--- src/rtl/pfd_pkg.sv ---
package pfd_pkg;

    typedef struct packed {
        logic single_sel;
        logic pol_inv;
        logic lock_en;
    } pfd_cfg_t;

    typedef struct packed {
        logic fb_arm;
        logic ref_arm;
    } pfd_flags_t;

    typedef enum logic [1:0] {
        CMP_IDLE     = 2'b00,
        CMP_REF_LEAD = 2'b01,
        CMP_FB_LEAD  = 2'b10,
        CMP_COINCIDE = 2'b11
    } pfd_cmp_e;

    localparam int unsigned NUM_SIDES = 2;
    localparam int unsigned SIDE_REF  = 0;
    localparam int unsigned SIDE_FB   = 1;

    function automatic pfd_cmp_e classify(input pfd_flags_t f);
        unique case ({f.fb_arm, f.ref_arm})
            2'b00:   return CMP_IDLE;
            2'b01:   return CMP_REF_LEAD;
            2'b10:   return CMP_FB_LEAD;
            default: return CMP_COINCIDE;
        endcase
    endfunction

    function automatic logic is_one_sided(input pfd_cmp_e c);
        return (c == CMP_REF_LEAD) || (c == CMP_FB_LEAD);
    endfunction

endpackage

--- src/rtl/pfd_edge_det.sv ---
module pfd_edge_det (
    input  logic clk,
    input  logic rst,
    input  logic din,
    output logic rise
);
    logic prev_q;

    always_ff @(posedge clk) begin
        if (rst) prev_q <= 1'b0;
        else     prev_q <= din;
    end

    assign rise = din & ~prev_q;
endmodule

--- src/rtl/pfd_core.sv ---
module pfd_core
    import pfd_pkg::*;
#(
    parameter int unsigned CLR_DELAY = 2
) (
    input  logic                 clk,
    input  logic                 rst,
    input  logic                 reload,
    input  logic [NUM_SIDES-1:0] pulse_in,
    output pfd_flags_t           flags
);
    localparam int unsigned CW = (CLR_DELAY < 2) ? 1 : $clog2(CLR_DELAY + 1);
    localparam logic [CW-1:0] LAST = CW'(CLR_DELAY - 1);

    logic [NUM_SIDES-1:0] rise;
    logic [NUM_SIDES-1:0] arm_q;
    logic [CW-1:0]        hold_q;
    logic                 both;
    logic                 clear;

    for (genvar s = 0; s < NUM_SIDES; s++) begin : g_side
        pfd_edge_det u_edge (
            .clk  (clk),
            .rst  (rst),
            .din  (pulse_in[s]),
            .rise (rise[s])
        );
    end

    assign both  = &arm_q;
    assign clear = both && (hold_q == LAST);

    always_ff @(posedge clk) begin
        if (rst || reload) begin
            arm_q  <= '0;
            hold_q <= '0;
        end else begin
            arm_q  <= (arm_q & ~{NUM_SIDES{clear}}) | rise;
            hold_q <= (both && !clear) ? hold_q + 1'b1 : '0;
        end
    end

    assign flags.ref_arm = arm_q[SIDE_REF];
    assign flags.fb_arm  = arm_q[SIDE_FB];
endmodule

--- src/rtl/pfd_out_map.sv ---
module pfd_out_map
    import pfd_pkg::*;
(
    input  pfd_cfg_t   cfg,
    input  pfd_flags_t flags,
    output logic       se_oe,
    output logic       se_data,
    output logic       pump_ref_n,
    output logic       pump_fb_n,
    output logic       lock_out
);
    pfd_cmp_e cmp;
    logic     one_sided;

    assign cmp       = classify(flags);
    assign one_sided = is_one_sided(cmp);

    always_comb begin
        se_oe   = cfg.single_sel && one_sided;
        se_data = se_oe && ((cmp == CMP_REF_LEAD) ^ cfg.pol_inv);
    end

    always_comb begin
        if (cfg.single_sel) begin
            pump_ref_n = 1'b1;
            pump_fb_n  = 1'b1;
        end else if (cfg.pol_inv) begin
            pump_ref_n = ~flags.fb_arm;
            pump_fb_n  = ~flags.ref_arm;
        end else begin
            pump_ref_n = ~flags.ref_arm;
            pump_fb_n  = ~flags.fb_arm;
        end
    end

    assign lock_out = cfg.lock_en && !one_sided;
endmodule

--- src/rtl/pfd_lock_top.sv ---
module pfd_lock_top
    import pfd_pkg::*;
#(
    parameter int unsigned CLR_DELAY = 2
) (
    input  logic clk,
    input  logic rst,
    input  logic ref_pulse,
    input  logic fb_pulse,
    input  logic reload,
    input  logic single_sel,
    input  logic pol_inv,
    input  logic lock_en,
    output logic se_oe,
    output logic se_data,
    output logic pump_ref_n,
    output logic pump_fb_n,
    output logic lock_out
);
    pfd_cfg_t             cfg;
    pfd_flags_t           flags;
    logic [NUM_SIDES-1:0] pulses;
    logic                 ref_flag;
    logic                 fb_flag;

    assign cfg.single_sel = single_sel;
    assign cfg.pol_inv    = pol_inv;
    assign cfg.lock_en    = lock_en;

    assign pulses[SIDE_REF] = ref_pulse;
    assign pulses[SIDE_FB]  = fb_pulse;

    pfd_core #(.CLR_DELAY(CLR_DELAY)) u_core (
        .clk      (clk),
        .rst      (rst),
        .reload   (reload),
        .pulse_in (pulses),
        .flags    (flags)
    );

    assign ref_flag = flags.ref_arm;
    assign fb_flag  = flags.fb_arm;

    pfd_out_map u_map (
        .cfg        (cfg),
        .flags      (flags),
        .se_oe      (se_oe),
        .se_data    (se_data),
        .pump_ref_n (pump_ref_n),
        .pump_fb_n  (pump_fb_n),
        .lock_out   (lock_out)
    );
endmodule

--- config.mk ---
export PLATFORM = sky130hd
export DESIGN_NAME = pfd_lock_top
export DESIGN_NICKNAME = d
export VERILOG_FILES = /design/src/rtl/pfd_pkg.sv /design/src/rtl/pfd_edge_det.sv /design/src/rtl/pfd_core.sv /design/src/rtl/pfd_out_map.sv /design/src/rtl/pfd_lock_top.sv
export SDC_FILE = /design/constraint.sdc
export NUM_CORES = 1
export LEC_CHECK = 0
export BUFFER_PORTS_ARGS = -buffer_cell sky130_fd_sc_hd__buf_2
export CAP_MARGIN = 20
export CORE_AREA = 2 2 39 41
export CTS_CLUSTER_SIZE = 25
export DETAILED_ROUTE_END_ITERATION = 10
export DIE_AREA = 0 0 41 43
export PLACE_DENSITY_LB_ADDON = 0.05
export SLEW_MARGIN = 40
export SYNTH_ARGS = -nofsm -noshare
export SYNTH_HDL_FRONTEND = slang
export SYNTH_SLANG_ARGS = --single-unit
--- constraint.sdc ---
create_clock -name clk -period 1.1 [get_ports clk]
set_input_delay 0.165 -clock clk [delete_from_list [all_inputs] [get_ports clk]]
set_output_delay 0.165 -clock clk [all_outputs]
set_load 0.02 [all_outputs]
# Yosys cells after proc, flatten, opt, wreduce, memory -nomap -nowiden
# Index checks and enable logic that the tools add are counted.
# op_classes
bitwise	11
n_reduce_logical	12
n_addsub	1
mux	5
n_eq_ne	5
# ops
op	count
$eq 2x1->1 const B	3
$pmux 2 s3	1
$logic_and 1x1->1	5
$not 1->1	5
$eq 2x2->1 const B	2
$mux 1	4
$add 2x1->2 const B	1
$and 1x1->1	2
$and 2x2->2	1
$logic_not 1->1	2
$logic_not 2->1	1
$logic_or 1x1->1	2
$not 2->2	1
$or 2x2->2	1
$reduce_and 2->1	1
$reduce_or 2->1	1
$xor 1x1->1	1
# totals
wordCells	38
register_bits	6
input_bits	8
out_inout_bits	5

# Logic depth before layout (Yosys ltp)
# Gate-level depths: netlist of run 1.
# logic_depth
word_depth	6
ltp_mapped	4
mapped_depth_nobuf	4

# Modules after synthesis
# Synthesis of run 1 repeated with hierarchy kept, for this count alone.
# hier_totals
hier_cells	30
hier_area_um2	321.6
# by_module_without_submodules
module	area_per_inst_um2	instances	cells_per_inst	seq_area_each_um2
pfd_core	150.1	1	14	80.1
pfd_edge_det	47.5	2	3	20.0
pfd_out_map	76.3	1	10	0.0

# Worst setup path before layout of run 1
# OpenSTA, ideal clock, no wires.
# synth_path
kind	reg-to-output
start	register u_core.arm_q[1] (netlist: u_core.flags[1])
end	output se_data
required_time_ps	935
arrival_time_ps	1317
stages_incl_launch_ff	5
path_buffers	0
path_slack_ps	-382
path_cell_list	dfxtp_1 inv_1 ha_1 nor2b_1 and2_1
# synth_between
elab_chain_len	6
elab_cells_between_ends	10
classes_between	eq/ne (4); mux (1); bitwise (1); reduce/logical (4)
# synth_rtl
item	line	source
from (decl)	pfd_core.sv:16	logic [NUM_SIDES-1:0] arm_q;
from (signal assigned)	pfd_core.sv:38	arm_q <= (arm_q & ~{NUM_SIDES{clear}}) | rise;
$eq 2x2->1 (tied with other cells)	pfd_pkg.sv:26	unique case ({f.fb_arm, f.ref_arm})
$pmux 2 s3 (*)	pfd_pkg.sv:26	
$eq 2x1->1 / $eq 2x2->1 (equally long branches)	pfd_pkg.sv:35	return (c == CMP_REF_LEAD) || (c == CMP_FB_LEAD);
$logic_or 1x1->1 (*)	pfd_pkg.sv:35	
$logic_and 1x1->1 (*)	pfd_out_map.sv:19	se_oe = cfg.single_sel && one_sided;
named net se_oe	pfd_lock_top.sv:14	output logic se_oe,
$logic_and 1x1->1 (*)	pfd_out_map.sv:20	se_data = se_oe && ((cmp == CMP_REF_LEAD) ^ cfg.pol_inv);
to (decl)	pfd_lock_top.sv:15	output logic se_data,
# Mark *: on every way through the listed nets, which the timed path passes. The rest lies on a longest branch.

# Final worst setup path of run 1
# layout_path
start	register u_core.arm_q[1] (netlist: u_core.flags[1])
end	output se_data
# layout_between
elab_chain_len	6
elab_cells_between_ends	10
classes_between	eq/ne (4); mux (1); bitwise (1); reduce/logical (4)
# layout_rtl
item	line
$eq 2x2->1 (tied with other cells)	pfd_pkg.sv:26
$pmux 2 s3 (*)	pfd_pkg.sv:26
$eq 2x1->1 / $eq 2x2->1 (equally long branches)	pfd_pkg.sv:35, pfd_out_map.sv:20
$logic_or 1x1->1	pfd_pkg.sv:35
$logic_and 1x1->1	pfd_out_map.sv:19
$logic_and 1x1->1 (*)	pfd_out_map.sv:20
# Mark *: on every way between the ends. The rest lies on a longest branch, timed or not.

==> metrics.txt, run 1 <==
path category of the worst min-delay check=input port to register; first-pass GRT wire length=~900 µm; Reg2Reg Capture Point=u_core.hold_q[0]; number of nets produced by synthesis=42; worst vdd ir=0.000404 V; FF-to-FF path depth=4; 1st-pass router iterations=2; CTS tree=built; met3 wire length=roughly 50 µm; xor/xnor cell area share of the yosys netlist=under 10%; initial core utilization=roughly 22%; number of placement rows=14; number of max-cap violations=0; detailed-route DRC error count=0; switching power summed over all nets=120 µW; diode insertion count for antenna repair=0; Core Box Area=approximately 1400 µm²; Remaining Overflow, GRT=0; startpoint class of the critical path=register; final-report max-slew violation count=0; fraction of final layout cells with drive strength greater than 1=around two thirds; violated checks=negative setup slack; DR WL/cell=8.82 µm; setup slack, reg-to-reg=-0.09 ns; worst path setup slack after routing=-0.259 ns; cell count after synthesis=31; HPWL after detailed placement=472 µm; internal power of the cells=412 µW; endpoint arrival time on the critical path=around 1.2 ns; DRC marker count from the first detailed-route iteration=1; maximum fanout along the worst path=3; post-synthesis cell type count=13; horizontal die dimension=between 40 and 50 µm; Synth Area in Adders=between 10 and 15%; via density per instance=~4; areal power density over the cells=1000 nW/µm²; Rel. slew slack=approximately 90%; Worst Skew=roughly 0.0049 ns; commonest non-fill, non-tap cell in the layout=sky130_fd_sc_hd__buf_2; area added between synthesis and finish=73.1%; synthesized cell area=about 300 µm²; final worst path period share=124%; number of non-filler instances in the completed layout=67; global placement routability congestion=about 0.69; Fin. Hold Viols=0; Final setup viols=7; hold worst-path end=u_core.g_side[1].u_edge.prev_q; Synthesis Warnings=0; antenna-violating nets left=0; area enclosed by the die boundary=~1800 µm²; total length of routed wires=between 500 and 600 µm; beginning of the worst hold path=fb_pulse; fraction of power consumed by the clock network=approximately 36%; most used cells in the layout excluding fill and tap cells=sky130_fd_sc_hd__buf_2 (8), sky130_fd_sc_hd__buf_6 (6), sky130_fd_sc_hd__dfxtp_1 (4); Hold Path Stages=2; Leakage=0.244 nW; Least-Margin Pin Slew=between 0.1 and 0.15 ns; worst-skew pair later-pin latency=around 0.24 ns; total of hold buffers inserted after clock tree synthesis=0; antenna violations before repair=0; Critical Setup Path Class=register to output pin; met2 WL post-DR=approximately 280 µm; setup repair after global routing missed its margin=true; CTS Buf Count=3; vertical die dimension=approximately 43 µm; multiplexer fraction of the synthesized cell area=6.53%; post-layout net count=64; cell count after placement=between 60 and 70; Seq/Total Area, Yosys=39.2%; number of global-route vias before repair=261; Top Ports=13; total power=around 530 µW; clock tree root driver cell=sky130_fd_sc_hd__clkbuf_4; WL met1=between 200 and 300 µm; Avg Inst Size Synth=9.89 µm²; highest metal layer used by the detailed router=met3; run status=finished with violations; number of sinks driven by the clock tree=6; worst setup slack before clock tree synthesis=-0.0633 ns; number of input and output port buffers inserted=12; synthesis-stage register bit count=6; CTS H-tree lvls=1; top achievable clock speed=about 740 MHz; sequential group share of total power=43.4%; maximum number of pins on one net before global-route repair=6; share of synthesized cell area in and, or, nand and nor gates=26.9%; largest family of logic cells by synthesized area=simple AND/OR/NAND/NOR gates; R2R Path Start=u_core.flags[1]; aggregate global-route resource usage=under 10%; portion of total power attributed to combinational logic=between 20% and 30%; critical path required time=about 0.94 ns; largest buffer count on any clock path=2; Synth Area in Compound Gates=under 10%; clock edge transition at the registers on the reported setup and hold paths=~0.050 ns; net switching fraction of the power=between 20% and 30%; routed vias=about 270; shortest clock period the worst path allows after layout=approximately 1.4 ns; Worst Setup End Kind=output pin
routing by layer:
metal	GRT usage, %	up-vias
li1	-	144
met1	8.41	122
met2	11.6	8
met3	5.24	0
met4	4.00	0
met5	0	-
final cells by class:
cell class              instances  area (µm²)
repair buffers                 17         130
inverters                       2        7.51
well taps                      16        20.0
flip-flops and latches          6         125
multi-input cells              23         225
fillers                       138         853
clock buffers                   3        22.5
timing repair:
item	in CTS	in global routing
setup endpoints to repair	7	7
pin swaps	2	4
setup buffers	2	1
gates resized for setup	14	3
hold endpoints to repair	0	0
state kept, by name, indices dropped and copies added, names as in the netlist:
name and count:
u_core.g_side.u_edge.prev_q 2, u_core.hold_q 2, u_core.flags 2
worst max-delay path by stage:
| stage | end | cells past startpoint | startpoint |
|---|---|---|---|
| after global routing | pump_ref_n | 5 | u_core.flags[1] |
| after global placement | u_core.hold_q[0] | 3 | u_core.flags[0] |
| after detailed placement | u_core.hold_q[0] | 3 | u_core.flags[0] |
| final | se_data | 5 | u_core.flags[1] |
| after CTS | se_data | 5 | u_core.flags[1] |
| after floorplan | se_data | 4 | u_core.flags[1] |
critical path, cell delays in order, from the launching register on:
cell and delay (ns):
sky130_fd_sc_hd__dfxtp_2 0.34, sky130_fd_sc_hd__inv_2 0.04, sky130_fd_sc_hd__ha_4 0.27, sky130_fd_sc_hd__nor2b_4 0.04, sky130_fd_sc_hd__and2_4 0.15, sky130_fd_sc_hd__buf_6 0.12
cells by family after synthesis:
| group | Yosys count |
|---|---|
| flip-flops | 6 |
| AND/OR/NAND/NOR | 13 |
| buffers and inverters | 2 |
| adder cells (fa/ha/maj) | 3 |
| AO/OA/AOI/OAI | 4 |
| multiplexers | 2 |
| XOR/XNOR | 1 |
power by group through the flow:
stage / logic [mW] / registers [mW] / clock network, mW
5_1_grt: 0.117 / 0.231 / 0.219
6_report: 0.108 / 0.231 / 0.193
2_1_floorplan: 0.0505 / 0.235 / 0
3_3_place_gp: 0.0817 / 0.236 / 0
4_1_cts: 0.102 / 0.232 / 0.205
3_5_place_dp: 0.0825 / 0.236 / 0
synth_stat cells:
library cell / number / area share, %
sky130_fd_sc_hd__dfxtp_1: 6 / 39
sky130_fd_sc_hd__ha_1: 3 / 12
sky130_fd_sc_hd__nor2_1: 3 / 3.7
sky130_fd_sc_hd__nor2b_1: 3 / 6.1
sky130_fd_sc_hd__a21boi_0: 2 / 4.9
sky130_fd_sc_hd__and2_1: 2 / 4.1
sky130_fd_sc_hd__and2b_2: 2 / 5.7
sky130_fd_sc_hd__inv_1: 2 / 2.4
sky130_fd_sc_hd__mux2i_1: 2 / 6.5
sky130_fd_sc_hd__o21a_1: 2 / 4.9
sky130_fd_sc_hd__or2_2: 2 / 4.1
sky130_fd_sc_hd__or4b_1: 1 / 3.3
sky130_fd_sc_hd__xor2_1: 1 / 2.9
stage by stage:
step	util [%]	hold WS (ns)	TNS (ns)	cell area, µm²
finish	38.3	0.159	-1.28	531
global route	38.3	0.162	-1.56	531
CTS	37.2	0.149	-1.35	514
detailed placement	30.8	0.401	-0.186	427
global placement	30.8	0.400	-0.147	427
floorplan	-	0.307	-0.0634	332
Power figures use the tool's default switching activity.
==> run 2, diff against run 1 <==
- ABC_AREA: default -> 1
- PLACE_DENSITY: default -> 0.55
- PLACE_DENSITY_LB_ADDON: 0.05 -> default
- clock period: 1.1 -> 1.2 ns (I/O delays scaled with it)
==> run 2 against run 1 <==
  * The run still ends with negative setup slack left
  * Synthesized cell count up 39%
  * Die area stayed put
  * Total power fell by 6.8%
  * Combinational power shrank 4%
  * Clock power is 6% lower
  * Register-to-register slack better by 0.22 ns
  * First-iteration DRC count shrank 100%
  * Critical path type unchanged
==> metrics.txt, run 2 <==
Top Ports=13; number of max-cap violations=0; main area contributors after synthesis=sky130_fd_sc_hd__dfxtp_1 (40%), sky130_fd_sc_hd__nand2_1 (14%), sky130_fd_sc_hd__ha_1 (12%); area added between synthesis and finish=65.8%; worst vdd ir=slightly below 0.0009 V; largest buffer count on any clock path=2; number of sinks driven by the clock tree=6; first-pass GRT wire length=972 µm; FF-to-FF path depth=6; synthesized cell area=around 300 µm²; worst setup slack before clock tree synthesis=between 0.01 and 0.015 ns; hold worst-path end=u_core.g_side[1].u_edge.prev_q; Worst Setup End Kind=output pin; fill cell total of the finished layout=between 150 and 200; CTS tree=built; Hold Path Stages=2; most used cells in the layout excluding fill and tap cells=sky130_fd_sc_hd__inv_1 (9), sky130_fd_sc_hd__nand2_1 (9), sky130_fd_sc_hd__buf_2 (8), sky130_fd_sc_hd__nor2_1 (5), sky130_fd_sc_hd__buf_6 (5); number of placement rows=14; Remaining Overflow, GRT=0; antenna violations before repair=0; top achievable clock speed=725 MHz; run status=finished with violations; most prevalent standard cell on the critical path=sky130_fd_sc_hd__nor2_4; 1st-pass router iterations=1; prevailing post-synth register cell=sky130_fd_sc_hd__dfxtp_1; worst path setup slack after routing=-0.179 ns; Critical Setup Path Class=register to output pin; routed vias=316; number of nets produced by synthesis=54; setup slack, reg-to-reg=0.13 ns; initial core utilization=between 20% and 30%; Synthesis Warnings=0; cell count after synthesis=43; Least-Margin Pin Slew=0.199 ns; Buf/Inv on CP=2; aggregate global-route resource usage=under 10%; critical path required time=slightly above 1 ns; CTS Buf Count=3; startpoint class of the critical path=register; diode insertion count for antenna repair=0; Rel. slew slack=just under 90%; top-area cell type share of the netlist area=about two fifths; number of input and output port buffers inserted=12; CTS H-tree lvls=1; maximum fanout along the worst path=2; R2R Path Start=u_core.flags[1]; share of flip-flops with an asynchronous set or reset after synthesis=0%; endpoint arrival time on the critical path=between 1 and 1.5 ns; area enclosed by the die boundary=between 1500 and 2000 µm²; fraction of final layout cells with drive strength greater than 1=between 40% and 50%; path category of the worst min-delay check=input port to register; clock tree root driver cell=sky130_fd_sc_hd__clkbuf_4; setup repair after global routing missed its margin=true; number of non-filler instances in the completed layout=79; delay contributed by the slowest stage of the critical path=between 0.3 and 0.4 ns; horizontal die dimension=41 µm; final worst path period share=115%; smallest hold slack=between 0.1 and 0.15 ns; Reg2Reg Capture Point=u_core.flags[1]; Final setup viols=5; number of gates on the worst path with buffers counted=6; beginning of the worst hold path=rst; total of hold buffers inserted after clock tree synthesis=0; cell-by-cell listing of the critical path=inv_2, ha_4, nor2_4, nand2_2, nor2_4, buf_6; detailed-route DRC error count=0; violated checks=negative setup slack; DR WL/cell=between 7 and 8 µm; dominant cell type by area after synthesis=sky130_fd_sc_hd__dfxtp_1; post-layout net count=between 70 and 80; clock edge transition at the registers on the reported setup and hold paths=~0.050 ns; number of global-route vias before repair=about 270; largest delay contributor family on the critical path=flip-flops; antenna-violating nets left=0; vertical die dimension=43 µm; shortest clock period the worst path allows after layout=1.38 ns; Worst Skew=about 0.0046 ns; synthesis-stage register bit count=6; master of the slowest instance on the critical path=sky130_fd_sc_hd__dfxtp_2; cell count after placement=73; number of enable-type register cells in the synthesized netlist=0; worst-skew pair later-pin latency=around 0.24 ns; via density per instance=~4; most frequent cell after synthesis=sky130_fd_sc_hd__nand2_1; DRC marker count from the first detailed-route iteration=0; final-report max-slew violation count=0; total length of routed wires=roughly 630 µm; areal power density over the cells=983 nW/µm²; Avg Inst Size Synth=a little over 7 µm²; sequential cell area=123 µm²; Core Box Area=1380 µm²; leading post-synthesis cells by instance count=sky130_fd_sc_hd__nand2_1 (11), sky130_fd_sc_hd__inv_1 (10), sky130_fd_sc_hd__dfxtp_1 (6), sky130_fd_sc_hd__nor2_1 (6), sky130_fd_sc_hd__ha_1 (3); post-synthesis cell type count=11; Leakage=0.247 nW; Fin. Hold Viols=0; global placement routability congestion=0.721; Seq/Total Area, Yosys=around 40%; maximum number of pins on one net before global-route repair=7; area taken by multi-input logic gates=around 180 µm²
## run 2: report_power, final
part | switching [mW] | total [mW] | internal [mW]
sequential | 0.00385 | 0.211 | 0.208
clock | 0.0678 | 0.181 | 0.113
combinational | 0.0521 | 0.104 | 0.0516
total | 0.124 | 0.496 | 0.372
## run 2: logic make-up (layout without fill, tap and decap cells)
group           count (synthesis)  in the layout  share of synthesized area, %
simple gates                   20             20                          28.4
buf+inv                        10             30                          12.3
flops                           6              6                          39.5
compound gates                  4              4                          7.41
fa+ha+maj                       3              3                          12.3
## run 2: cell type report
cell class | instances | share of cell area, %
multi-input cells | 27 | 34.7
repair buffers | 17 | 25.1
flip-flops and latches | 6 | 24.3
inverters | 10 | 7.44
clock buffers | 3 | 4.47
well taps | 16 | 3.97
## run 2: timing repair
action                                  in CTS  in global routing
endpoints found under the setup margin       5                  5
pin swaps                                    2                  4
gates cloned                                 0                  0
buffers inserted                             2                  1
resized for setup                           11                  2
## run 2: per-stage QoR
step / area, µm² / utilization [%] / setup TNS (ns) / power (mW)
finish: 504 / 36.4 / -0.619 / 0.496
global route: 504 / 36.4 / -0.877 / 0.532
CTS: 490 / 35.4 / -0.409 / 0.501
detailed placement: 423 / 30.6 / 0 / 0.298
global placement: 423 / 30.6 / 0 / 0.295
floorplan: 328 / - / 0 / 0.264
## run 2: worst max path at each step
stage,from,slack [ns],to
after detailed placement,u_core.flags[1],0.01,se_data
after global routing,u_core.flags[1],-0.23,se_data
after CTS,u_core.flags[1],-0.19,se_data
after global placement,u_core.flags[1],0.04,se_data
after floorplan,u_core.flags[1],0.001,se_data
final,u_core.flags[1],-0.18,se_data
## run 2: per-layer routing
metal	up-vias	global-route usage [%]	part of all wire, %
met5	-	0	0
met4	0	2.00	0
met3	0	6.28	9.8
met2	13	15.0	51
met1	134	6.82	39
li1	169	-	-
==> run 3, diff against run 2 <==
- REMOVE_ABC_BUFFERS: default -> 1
==> run 3 against run 2 <==
  * Wire length down 13%
  * Fmax about the same
  * Critical endpoint unchanged
  * Utilization down 0.45 points
  * Sequential share of layout area up 0.31 points
  * Largest power group unchanged
  * Sequential power about the same
  * Critical path depth unchanged
  * The flow still finishes with violations (negative setup slack)
  * Clock skew down 0.0035 ns
  * Non-clock buffer count up 1
  * Register-to-register slack worse by 0.03 ns
  * Clock-buffer cell count unchanged
  * Total power about the same
  * Flip-flop and latch count unchanged
==> metrics.txt, run 3 (same netlist as run 2, synthesis figures left out) <==
top achievable clock speed=just over 700 MHz; setup repair after global routing missed its margin=true; hold worst-path end=u_core.g_side[1].u_edge.prev_q; CTS tree=built; Post-Route Setup TNS=-0.623 ns; internal power of the cells=between 300 and 400 µW; 1st-pass router iterations=3; DR WL/cell=6.90 µm; fraction of final layout cells with drive strength greater than 1=between 40% and 50%; post-layout net count=77; startpoint class of the critical path=register; FF-to-FF path depth=6; antenna-violating nets left=0; DRC marker count from the first detailed-route iteration=5; sequential group share of total power=a little over two fifths; routed vias=316; total of hold buffers inserted after clock tree synthesis=0; number of global-route vias before repair=around 260; worst vdd ir=0.000438 V; path category of the worst min-delay check=input port to register; maximum fanout along the worst path=2; final-report max-slew violation count=0; Worst Setup End Kind=output pin; net switching fraction of the power=roughly 25%; beginning of the worst hold path=rst; largest buffer count on any clock path=2; Remaining Overflow, GRT=0; areal power density over the cells=~1000 nW/µm²; worst setup slack before clock tree synthesis=-0.0641 ns; horizontal die dimension=41 µm; Critical Setup Path Class=register to output pin; CTS H-tree lvls=1; Leakage=between 0.2 and 0.25 nW; Hold Path Stages=2; area enclosed by the die boundary=around 1800 µm²; Rel. slew slack=between 90% and 100%; aggregate global-route resource usage=under 10%; detailed-route DRC error count=0; endpoint arrival time on the critical path=1.20 ns; Fin. Hold Viols=0; shortest clock period the worst path allows after layout=1.38 ns; clock edge transition at the registers on the reported setup and hold paths=about 0.05 ns; final worst path period share=115%; vertical die dimension=around 43 µm; critical path required time=around 1 ns; R2R Path Start=u_core.flags[0]; number of input and output port buffers inserted=12; CTS Buf Count=3; maximum number of pins on one net before global-route repair=7; global placement routability congestion=about 0.68; antenna violations before repair=0; number of sinks driven by the clock tree=6; worst-skew pair later-pin latency=0.24 ns; Reg2Reg Capture Point=u_core.flags[1]; number of placement rows=14; HPWL after detailed placement=roughly 440 µm; Least-Margin Pin Slew=between 0.1 and 0.15 ns; via density per instance=approximately 4.0; fraction of power consumed by the clock network=around 37%; first-pass GRT wire length=~860 µm; area added between synthesis and finish=63.8%; Final setup viols=5; worst path setup slack after routing=-0.178 ns; number of max-cap violations=0; total length of routed wires=between 500 and 600 µm; commonest non-fill, non-tap cell in the layout=sky130_fd_sc_hd__nand2_1; run status=finished with violations; switching power summed over all nets=roughly 120 µW; Top Ports=13; initial core utilization=a little over a fifth; final core occ=a little over a third; Core Box Area=1380 µm²; Worst Skew=0.00108 ns; most used cells in the layout excluding fill and tap cells=sky130_fd_sc_hd__nand2_1 (10), sky130_fd_sc_hd__inv_1 (9), sky130_fd_sc_hd__buf_2 (8), sky130_fd_sc_hd__nor2_1 (6), sky130_fd_sc_hd__buf_4 (6); portion of total power attributed to combinational logic=roughly 20%; diode insertion count for antenna repair=0; setup slack, reg-to-reg=about 0.10 ns; clock tree root driver cell=sky130_fd_sc_hd__clkbuf_4; violated checks=negative setup slack
==> run 3: cell types whose count changed in the layout (fill, tap and decap cells not counted) <==
cell                      before  now
sky130_fd_sc_hd__buf_4         4    6
sky130_fd_sc_hd__buf_6         5    4
sky130_fd_sc_hd__nand2_1       9   10
sky130_fd_sc_hd__nand2_2       2    1
sky130_fd_sc_hd__nor2_1        5    6
sky130_fd_sc_hd__nor2_4        2    1
==> run 3: routing by layer <==
metal	GRT usage, %	routed length [µm]
met1	7.52	247
met2	11.6	267
met3	3.14	38
met4	4.00	0
met5	0	0
==> run 3: what timing repair did <==
| action | 4_1_cts | 5_1_grt |
|---|---|---|
| setup endpoints to repair | 5 | 5 |
| pin swaps | 2 | 1 |
| buffers inserted | 1 | 1 |
| hold endpoints to repair | 0 | 0 |
| resized for setup | 13 | 2 |
==> run 3: cell type report <==
type                            instances  area, µm²
Timing Repair Buffer                   18        130
Fill cell                             149        886
Multi-Input combinational cell         27        165
Inverter                               10       37.5
Clock buffer                            3       22.5
Tap cell                               16       20.0
Sequential cell                         6        123
==> run 3: power groups by stage <==
stage	registers [mW]	logic, mW	clock network [mW]
floorplan	0.214	0.0419	0
CTS	0.211	0.0972	0.191
global placement	0.213	0.0796	0
detailed placement	0.213	0.0810	0
global route	0.212	0.111	0.196
finish	0.211	0.100	0.185
==> run 3: worst max-delay path by stage <==
stage	start	end	slack, ns	depth (start not counted)
floorplan	u_core.flags[1]	se_data	-0.22	5
global placement	u_core.flags[1]	se_data	-0.05	6
detailed placement	u_core.flags[1]	se_data	-0.06	6
CTS	u_core.flags[1]	se_data	-0.20	6
global route	u_core.flags[1]	se_data	-0.27	6
finish	u_core.flags[1]	se_data	-0.18	6
==> run 3: through the flow <==
stage	hold slack (ns)	cells	total power, mW	area [µm²]
after CTS	0.131	79	0.500	483
after global placement	0.383	75	0.292	414
after floorplan	0.251	43	0.255	304
after detailed placement	0.387	75	0.294	414
final	0.137	80	0.496	498
after global routing	0.138	80	0.519	498
==> run 3: worst max-delay path: stages, from the launching register on <==
cell and delay [ns]:
sky130_fd_sc_hd__dfxtp_2 0.32, sky130_fd_sc_hd__inv_2 0.05, sky130_fd_sc_hd__ha_4 0.22, sky130_fd_sc_hd__nor2_4 0.10, sky130_fd_sc_hd__nand2_1 0.05, sky130_fd_sc_hd__nor2_1 0.08
sky130_fd_sc_hd__buf_4 0.14
